===== src/rtl/cpuhp_pkg.sv =====
package cpuhp_pkg;

  localparam int WORD_W = 32;

  // word indices inside the register window
  localparam logic [1:0] WORD_SEL  = 2'd0;
  localparam logic [1:0] WORD_CTL  = 2'd1;
  localparam logic [1:0] WORD_DATA = 2'd2;

  // command values
  localparam logic [7:0] CMD_SCAN   = 8'd0;
  localparam logic [7:0] CMD_EVTREP = 8'd1;
  localparam logic [7:0] CMD_STSREP = 8'd2;

  // strobes from control to datapath
  typedef struct packed {
    logic selLoad;   // selector write
    logic ctlLoad;   // control byte write
    logic scanGo;    // command 0 written: search for a pending slot
    logic evtLoad;   // data write under command 1
    logic stsLoad;   // data write under command 2
  } hpStrobe_t;

endpackage


===== src/rtl/cpuhp_scan.sv =====
module cpuhp_scan #(
  parameter int NUM_SLOTS = 8,
  localparam int SLOT_W = (NUM_SLOTS > 1) ? $clog2(NUM_SLOTS) : 1
) (
  input  logic [NUM_SLOTS-1:0] pending,
  input  logic [31:0]          curSel,
  output logic                 found,
  output logic [SLOT_W-1:0]    pick
);

  int unsigned base;
  int unsigned idx;

  // search starts one past the current slot and wraps; current slot last
  always_comb begin
    base  = (curSel < 32'(NUM_SLOTS)) ? int'(curSel) : NUM_SLOTS - 1;
    found = 1'b0;
    pick  = '0;
    idx   = 0;
    for (int k = 1; k <= NUM_SLOTS; k++) begin
      idx = base + k;
      if (idx >= NUM_SLOTS) idx = idx - NUM_SLOTS;
      if (!found && pending[idx]) begin
        found = 1'b1;
        pick  = SLOT_W'(idx);
      end
    end
  end

endmodule


===== src/rtl/cpuhp_ctrl.sv =====
module cpuhp_ctrl
  import cpuhp_pkg::*;
(
  input  logic        clk,
  input  logic        rstN,
  input  logic        regWr,
  input  logic [1:0]  regWordAddr,
  input  logic [3:0]  regBe,
  input  logic [31:0] regWdata,
  output hpStrobe_t   str,
  output logic        legacyMode,
  output logic [7:0]  cmdSel
);

  logic selHit, ctlHit, cmdHit, dataHit, leaveLegacy;

  // strict byte-lane decode per register
  assign selHit  = regWr && regWordAddr == WORD_SEL  && regBe == 4'b1111;
  assign ctlHit  = regWr && regWordAddr == WORD_CTL  && regBe == 4'b0001;
  assign cmdHit  = regWr && regWordAddr == WORD_CTL  && regBe == 4'b0010;
  assign dataHit = regWr && regWordAddr == WORD_DATA && regBe == 4'b1111;

  assign leaveLegacy = legacyMode && selHit && regWdata == 32'h0;

  always_ff @(posedge clk) begin
    if (!rstN) begin
      legacyMode <= 1'b1;
      cmdSel     <= CMD_SCAN;
    end else begin
      if (leaveLegacy) legacyMode <= 1'b0;
      if (!legacyMode && cmdHit) cmdSel <= regWdata[15:8];
    end
  end

  always_comb begin
    str         = '0;
    str.selLoad = !legacyMode && selHit;
    str.ctlLoad = !legacyMode && ctlHit;
    str.scanGo  = !legacyMode && cmdHit && regWdata[15:8] == CMD_SCAN;
    str.evtLoad = !legacyMode && dataHit && cmdSel == CMD_EVTREP;
    str.stsLoad = !legacyMode && dataHit && cmdSel == CMD_STSREP;
  end

  AST_LEGACY_ONE_WAY: assert property (@(posedge clk) disable iff (!rstN)
    !legacyMode |=> !legacyMode);

  AST_CMD_LANE_ONLY: assert property (@(posedge clk) disable iff (!rstN)
    !(regWr && regWordAddr == WORD_CTL && regBe == 4'b0010) |=> $stable(cmdSel));

endmodule


===== src/rtl/cpuhp_datapath.sv =====
module cpuhp_datapath
  import cpuhp_pkg::*;
#(
  parameter int NUM_SLOTS = 8,
  localparam int SLOT_W = (NUM_SLOTS > 1) ? $clog2(NUM_SLOTS) : 1
) (
  input  logic              clk,
  input  logic              rstN,
  input  hpStrobe_t         str,
  input  logic              legacyMode,
  input  logic [7:0]        cmdSel,
  input  logic [1:0]        regWordAddr,
  input  logic [31:0]       regWdata,
  output logic [31:0]       regRdata,
  input  logic              plugReq,
  input  logic              unplugReq,
  input  logic [SLOT_W-1:0] plugSlot,
  output logic              eventIrq,
  output logic              ejectDone,
  output logic [SLOT_W-1:0] ejectSlot,
  output logic              reportStrobe,
  output logic [31:0]       reportEvent,
  output logic [31:0]       reportStatus
);

  logic [NUM_SLOTS-1:0] slotOn, insPend, remPend, ejectVec;
  logic [31:0]          selector;
  logic                 selInRange;
  logic [SLOT_W-1:0]    selIdx;
  logic                 scanFound;
  logic [SLOT_W-1:0]    scanPick;

  assign selInRange = selector < 32'(NUM_SLOTS);
  assign selIdx     = selector[SLOT_W-1:0];

  // per-slot flag state
  for (genvar i = 0; i < NUM_SLOTS; i++) begin : gSlot
    logic selHit, addIt, remIt, clrIns, clrRem;
    assign selHit = selInRange && selector == 32'(i);
    assign addIt  = plugReq && plugSlot == SLOT_W'(i);
    assign remIt  = unplugReq && !legacyMode && plugSlot == SLOT_W'(i) && slotOn[i];
    assign clrIns = str.ctlLoad && selHit && regWdata[1];
    assign clrRem = str.ctlLoad && selHit && regWdata[2];
    assign ejectVec[i] = str.ctlLoad && selHit && regWdata[3] && slotOn[i];

    always_ff @(posedge clk) begin
      if (!rstN) begin
        slotOn[i]  <= 1'b0;
        insPend[i] <= 1'b0;
        remPend[i] <= 1'b0;
      end else begin
        if (addIt)            slotOn[i] <= 1'b1;
        else if (ejectVec[i]) slotOn[i] <= 1'b0;

        if (addIt)                      insPend[i] <= 1'b1;
        else if (clrIns || ejectVec[i]) insPend[i] <= 1'b0;

        if (remIt)       remPend[i] <= 1'b1;
        else if (clrRem) remPend[i] <= 1'b0;
      end
    end
  end

  cpuhp_scan #(.NUM_SLOTS(NUM_SLOTS)) uScan (
    .pending (insPend | remPend),
    .curSel  (selector),
    .found   (scanFound),
    .pick    (scanPick)
  );

  always_ff @(posedge clk) begin
    if (!rstN) begin
      selector     <= '0;
      ejectDone    <= 1'b0;
      ejectSlot    <= '0;
      reportStrobe <= 1'b0;
      reportEvent  <= '0;
      reportStatus <= '0;
    end else begin
      if (str.selLoad)                 selector <= regWdata;
      else if (str.scanGo && scanFound) selector <= 32'(scanPick);
      ejectDone    <= |ejectVec;
      if (|ejectVec) ejectSlot <= selIdx;
      if (str.evtLoad) reportEvent <= regWdata;
      if (str.stsLoad) reportStatus <= regWdata;
      reportStrobe <= str.stsLoad;
    end
  end

  assign eventIrq = |(insPend | remPend);

  // read mux
  logic [127:0] padOn;
  logic [2:0]   selStatus;
  assign padOn     = 128'(slotOn);
  assign selStatus = selInRange ? {remPend[selIdx], insPend[selIdx], slotOn[selIdx]} : 3'b000;

  always_comb begin
    regRdata = '0;
    if (legacyMode) begin
      if (regWordAddr != 2'd3) regRdata = padOn[32*regWordAddr +: 32];
    end else begin
      unique case (regWordAddr)
        WORD_CTL:  regRdata = {29'b0, selStatus};
        WORD_DATA: regRdata = (cmdSel == CMD_SCAN) ? selector : 32'hFFFF_FFFF;
        default:   regRdata = '0;
      endcase
    end
  end

  AST_HOTADD_RAISES_IRQ: assert property (@(posedge clk) disable iff (!rstN)
    plugReq && 32'(plugSlot) < 32'(NUM_SLOTS) |=> eventIrq);

  AST_IRQ_HOLDS_UNTIL_ACK: assert property (@(posedge clk) disable iff (!rstN)
    eventIrq && !str.ctlLoad |=> eventIrq);

  AST_SCAN_MISS_KEEPS_SEL: assert property (@(posedge clk) disable iff (!rstN)
    str.scanGo && !(|(insPend | remPend)) |=> $stable(selector));

  AST_OOR_CTRL_IGNORED: assert property (@(posedge clk) disable iff (!rstN)
    str.ctlLoad && !selInRange && !plugReq && !unplugReq
      |=> $stable(slotOn) && $stable(insPend) && $stable(remPend));

  AST_REPORT_CARRIES_WORD: assert property (@(posedge clk) disable iff (!rstN)
    reportStrobe |-> reportStatus == $past(regWdata));

  AST_EJECT_SWITCHES_OFF: assert property (@(posedge clk) disable iff (!rstN)
    ejectDone && !$past(plugReq) |-> !slotOn[ejectSlot]);

endmodule


===== src/rtl/cpu_hotplug_ctl.sv =====
module cpu_hotplug_ctl
  import cpuhp_pkg::*;
#(
  parameter int NUM_SLOTS = 8,
  localparam int SLOT_W = (NUM_SLOTS > 1) ? $clog2(NUM_SLOTS) : 1
) (
  input  logic              clk,
  input  logic              rstN,
  input  logic              regWr,
  input  logic [1:0]        regWordAddr,
  input  logic [3:0]        regBe,
  input  logic [31:0]       regWdata,
  output logic [31:0]       regRdata,
  input  logic              plugReq,
  input  logic              unplugReq,
  input  logic [SLOT_W-1:0] plugSlot,
  output logic              eventIrq,
  output logic              ejectDone,
  output logic [SLOT_W-1:0] ejectSlot,
  output logic              reportStrobe,
  output logic [31:0]       reportEvent,
  output logic [31:0]       reportStatus
);

  hpStrobe_t  str;
  logic       legacyMode;
  logic [7:0] cmdSel;

  cpuhp_ctrl uCtrl (
    .clk         (clk),
    .rstN        (rstN),
    .regWr       (regWr),
    .regWordAddr (regWordAddr),
    .regBe       (regBe),
    .regWdata    (regWdata),
    .str         (str),
    .legacyMode  (legacyMode),
    .cmdSel      (cmdSel)
  );

  cpuhp_datapath #(.NUM_SLOTS(NUM_SLOTS)) uData (
    .clk          (clk),
    .rstN         (rstN),
    .str          (str),
    .legacyMode   (legacyMode),
    .cmdSel       (cmdSel),
    .regWordAddr  (regWordAddr),
    .regWdata     (regWdata),
    .regRdata     (regRdata),
    .plugReq      (plugReq),
    .unplugReq    (unplugReq),
    .plugSlot     (plugSlot),
    .eventIrq     (eventIrq),
    .ejectDone    (ejectDone),
    .ejectSlot    (ejectSlot),
    .reportStrobe (reportStrobe),
    .reportEvent  (reportEvent),
    .reportStatus (reportStatus)
  );

endmodule


===== config.mk =====
export PLATFORM = sky130hd
export DESIGN_NAME = cpu_hotplug_ctl
export DESIGN_NICKNAME = d
export VERILOG_FILES = /design/src/rtl/cpuhp_pkg.sv /design/src/rtl/cpuhp_scan.sv /design/src/rtl/cpuhp_ctrl.sv /design/src/rtl/cpuhp_datapath.sv /design/src/rtl/cpu_hotplug_ctl.sv
export SDC_FILE = /design/constraint.sdc
export NUM_CORES = 1
export LEC_CHECK = 0
export BUFFER_PORTS_ARGS = -buffer_cell sky130_fd_sc_hd__buf_2
export CAP_MARGIN = 20
export CORE_MARGIN = 2
export CORE_UTILIZATION = 48
export CTS_BUF_LIST = sky130_fd_sc_hd__clkbuf_4 sky130_fd_sc_hd__clkbuf_8
export CTS_CLUSTER_DIAMETER = 150
export CTS_CLUSTER_SIZE = 10
export DETAILED_ROUTE_END_ITERATION = 8
export HOLD_SLACK_MARGIN = 0.08
export PLACE_DENSITY = 0.8
export SYNTH_ARGS = -nofsm -noshare
export SYNTH_HDL_FRONTEND = slang
export SYNTH_HIERARCHICAL = 1
export SYNTH_SLANG_ARGS = --single-unit

===== constraint.sdc =====
create_clock -name clk -period 10.8 [get_ports clk]
set_input_delay 0.54 -clock clk [delete_from_list [all_inputs] [get_ports clk]]
set_output_delay 0.54 -clock clk [all_outputs]
set_load 0.02 [all_outputs]

==> reports/results.tsv <==
stage	metric	value	unit
synthesis	synth_edf_count	0	
place	place_inst	1226	
synthesis	synth_area	7523	µm²
floorplan	start_util	49.31	%
synthesis	yosys_warnings	6	
worst_setup_path	cp.arrival	5.50	ns
route	drc	0	
timing	timing.hold.ws	0.3807	ns
synthesis	synth-main-ff-cell	dfxtp_1	
timing	slew_headroom	29.44	%
worst_setup_path	crit_type	reg -> reg	
cells_and_area	fillers	1371	
cells_and_area	design_area	8682	µm²
synthesis	synthDistinctLibCells	85	
cells_and_area	drive_gt1_share	22.35	%
clocking	cts_hold_buf	0	
route	final_antenna_net_count	0	
timing	finalCritPeriodShare	48.11	%
global_route	grt_pass1_wl	36940	µm
cells_and_area	regArea	2683	µm²
cells_and_area	multiInputGateArea	4499	µm²
clocking	cts_root_buf	clkbuf_8	
synthesis	synth_nets	976	
pwr	ir_worst_vdd	0.1126	mV
place	port_buffers	147	
route	first_pass_iters	6	
timing	fmax	192.4	MHz
timing	tns	0	ns
global_route	overflow	0	
timing	rsz0062_at_grt	no	
clocking	postCtsSetupBuffers	0	
timing	tightest_slew	1.058	ns
worst_hold_path	hold_path.class	in -> reg	
route	drt_iter0_markers	778	
run_status	status	finished clean	
clocking	cts_tree	done	
cells_and_area	instances_no_fill	1258	
synthesis	ys_ff_latch	134	
global_route	grt_pass1_vias	7110	
route	drt-total-wl	23030	µm
timing	hold_viol	0	
floorplan	die_x	129.2	µm
place	gp_congestion	0.9391	
timing	drv_slew	0	
clocking	ctsHtreeMaxLevel	4	
floorplan	num_io_pins	148	
route	wl_per_cell	18.30	µm
global_route	grt_antenna_before_repair	0	
floorplan	fp.dieArea	16690	µm²
place	place_hpwl	16090	µm
synthesis	ys_async_sr_fraction	0	%
worst_setup_path	crit_required	11.10	ns
global_route	grt_max_degree	102	
clocking	clkSinkCount	134	
job	maxCapViolations	0	
timing	period_needed	5.196	ns
cells_and_area	nets	1085	
cells_and_area	layout-area-overhead-vs-synth	15.40	%
clocking	clock_latency	0.45	ns
timing	setup_violations	0	
place	placedInstanceArea	8312	µm²
worst_setup_path	cp-end-kind	flip-flop	
global_route	track_usage	27.71	%
clocking	cts_resized	0	
clocking	path_clk_slew	0.08	ns
clocking	clk_path_buf_depth	2	
pwr	p_leak	3.348	nW
synthesis	avgSynthCellArea	8.125	µm²
floorplan	row_count	45	
timing	finClkSkew	0.01039	ns
worst_setup_path	critical_path.max_fanout	35	
pwr	power_density	109.9	nW/µm²
synthesis	synth_seq_area_share	35.66	%
route	via_per_inst	6.044	
cells_and_area	num_antenna_cells	0	
floorplan	core	15260	µm²
synthesis	syn-instance-count	926	
worst_setup_path	start_kind	flip-flop	
route	vias	7603	
clocking	cts_buffers	17	
floorplan	die_y	129.2	µm
[per-layer routing]
layer / routed length [µm] / GRT usage (%) / vias to the layer above / part of all wire (%)
met5: 0 / 0 / - / 0
met4: 608 / 10.36 / 0 / 2.6
met3: 2378 / 7.845 / 53 / 10
met1: 9562 / 36.69 / 3544 / 42
li1: - / - / 3557 / -
met2: 10480 / 43.16 / 449 / 45
[placed cells by master, fill, tap and decap left out, types with 10 or more instances in the layout]
cell type and n:
and2_1 11, clkbuf_8 17, nor3_1 24, dfxtp_1 134
nor4_2 10, mux2i_1 83, nor4_1 17, o21ai_0 23
o21ai_1 20, nor2_1 168, nand4_1 20, a22oi_1 31
inv_1 14, buf_2 147, nand3_1 22, nand2_1 89
a21oi_1 43
[kinds of logic after synthesis]
kind of cell / synth area share (%)
buffers and inverters: 4.723
adders and majority gates: 0.6653
DFF: 35.66
AOI/OAI and AO/OA: 15.20
and+or+nand+nor: 30.60
xor gates and xnor gates: 0.2329
muxes: 12.92
[power by group]
| group | total (mW) | internal [mW] | switching [mW] |
|---|---|---|---|
| clock network | 0.384 | 0.184 | 0.200 |
| logic | 0.0710 | 0.0237 | 0.0474 |
| registers | 0.499 | 0.496 | 0.00289 |
[critical path, cell delays in order, from the launching register on]
cell     delay [ns]
dfxtp_1        0.34
nor3_1         0.34
nand4_1        0.60
nor3_2         0.78
inv_2          0.20
ha_1           0.32
inv_1          0.09
nand3_1        0.10
a211o_1        0.32
o311a_1        0.15
a21o_1         0.17
or4_4          0.56
nor2_1         0.15
nand4_1        0.13
a21oi_2        0.13
buf_4          0.35
nor2_1         0.10
a21oi_1        0.14
nor2_1         0.06
[flip-flops by register name, summed over array words and instances (netlist names)]
register	cells
uData/remPend	8
uData/reportStrobe	1
uData/reportStatus	32
uCtrl/legacyMode	1
uData/padOn	8
uData/reportEvent	32
uData/ejectDone	1
uData/selector	32
uData/insPend	8
uCtrl/cmdSel	8
uData/ejectSlot	3
[cell usage after synthesis, types with 10 or more instances]
master	number	share of area, %
nor2_1	168	8.4
dfxtp_1	134	36
nand2_1	89	4.4
mux2i_1	83	11
clkbuf_1	46	2.3
a21oi_1	44	2.9
a22oi_1	31	3.1
nor3_1	24	1.6
o21ai_0	23	1.5
nand3_1	22	1.5
nand4_1	20	1.7
o21ai_1	20	1.3
nor4_1	17	1.4
inv_1	15	0.75
buf_2	14	0.93
and2_1	11	0.91
nor4_2	10	1.7
[final cells by class]
class,instances,share of cell area (%)
clock buffer,19,2.868
clock inverter,12,1.225
inverter,18,0.8070
multi-input combinational,708,51.82
sequential,134,30.90
tap,211,3.041
timing repair buffer,156,9.339
[metrics by stage]
step | worst slack, ns | util (%) | total power, mW
global route | 5.209 | 56.90 | 0.9858
global placement | 5.831 | 54.47 | 0.5789
finish | 5.604 | 56.90 | 0.9540
detailed placement | 5.741 | 54.47 | 0.5794
CTS | 5.728 | 56.80 | 0.9575
floorplan | 6.788 | - | 0.5495
[final timing paths]
kind,startpoint,end,slack [ns],depth (start not counted)
max,uData/selector[27],uData/selector[0],5.60,18
max reg2reg,uData/selector[27],uData/selector[0],5.60,18
min reg2reg,uData/ejectSlot[0],uData/ejectSlot[0],0.46,2
min,regWdata[20],uData/reportStatus[20],0.38,3
No activity file was read; power rests on OpenSTA's default activity.
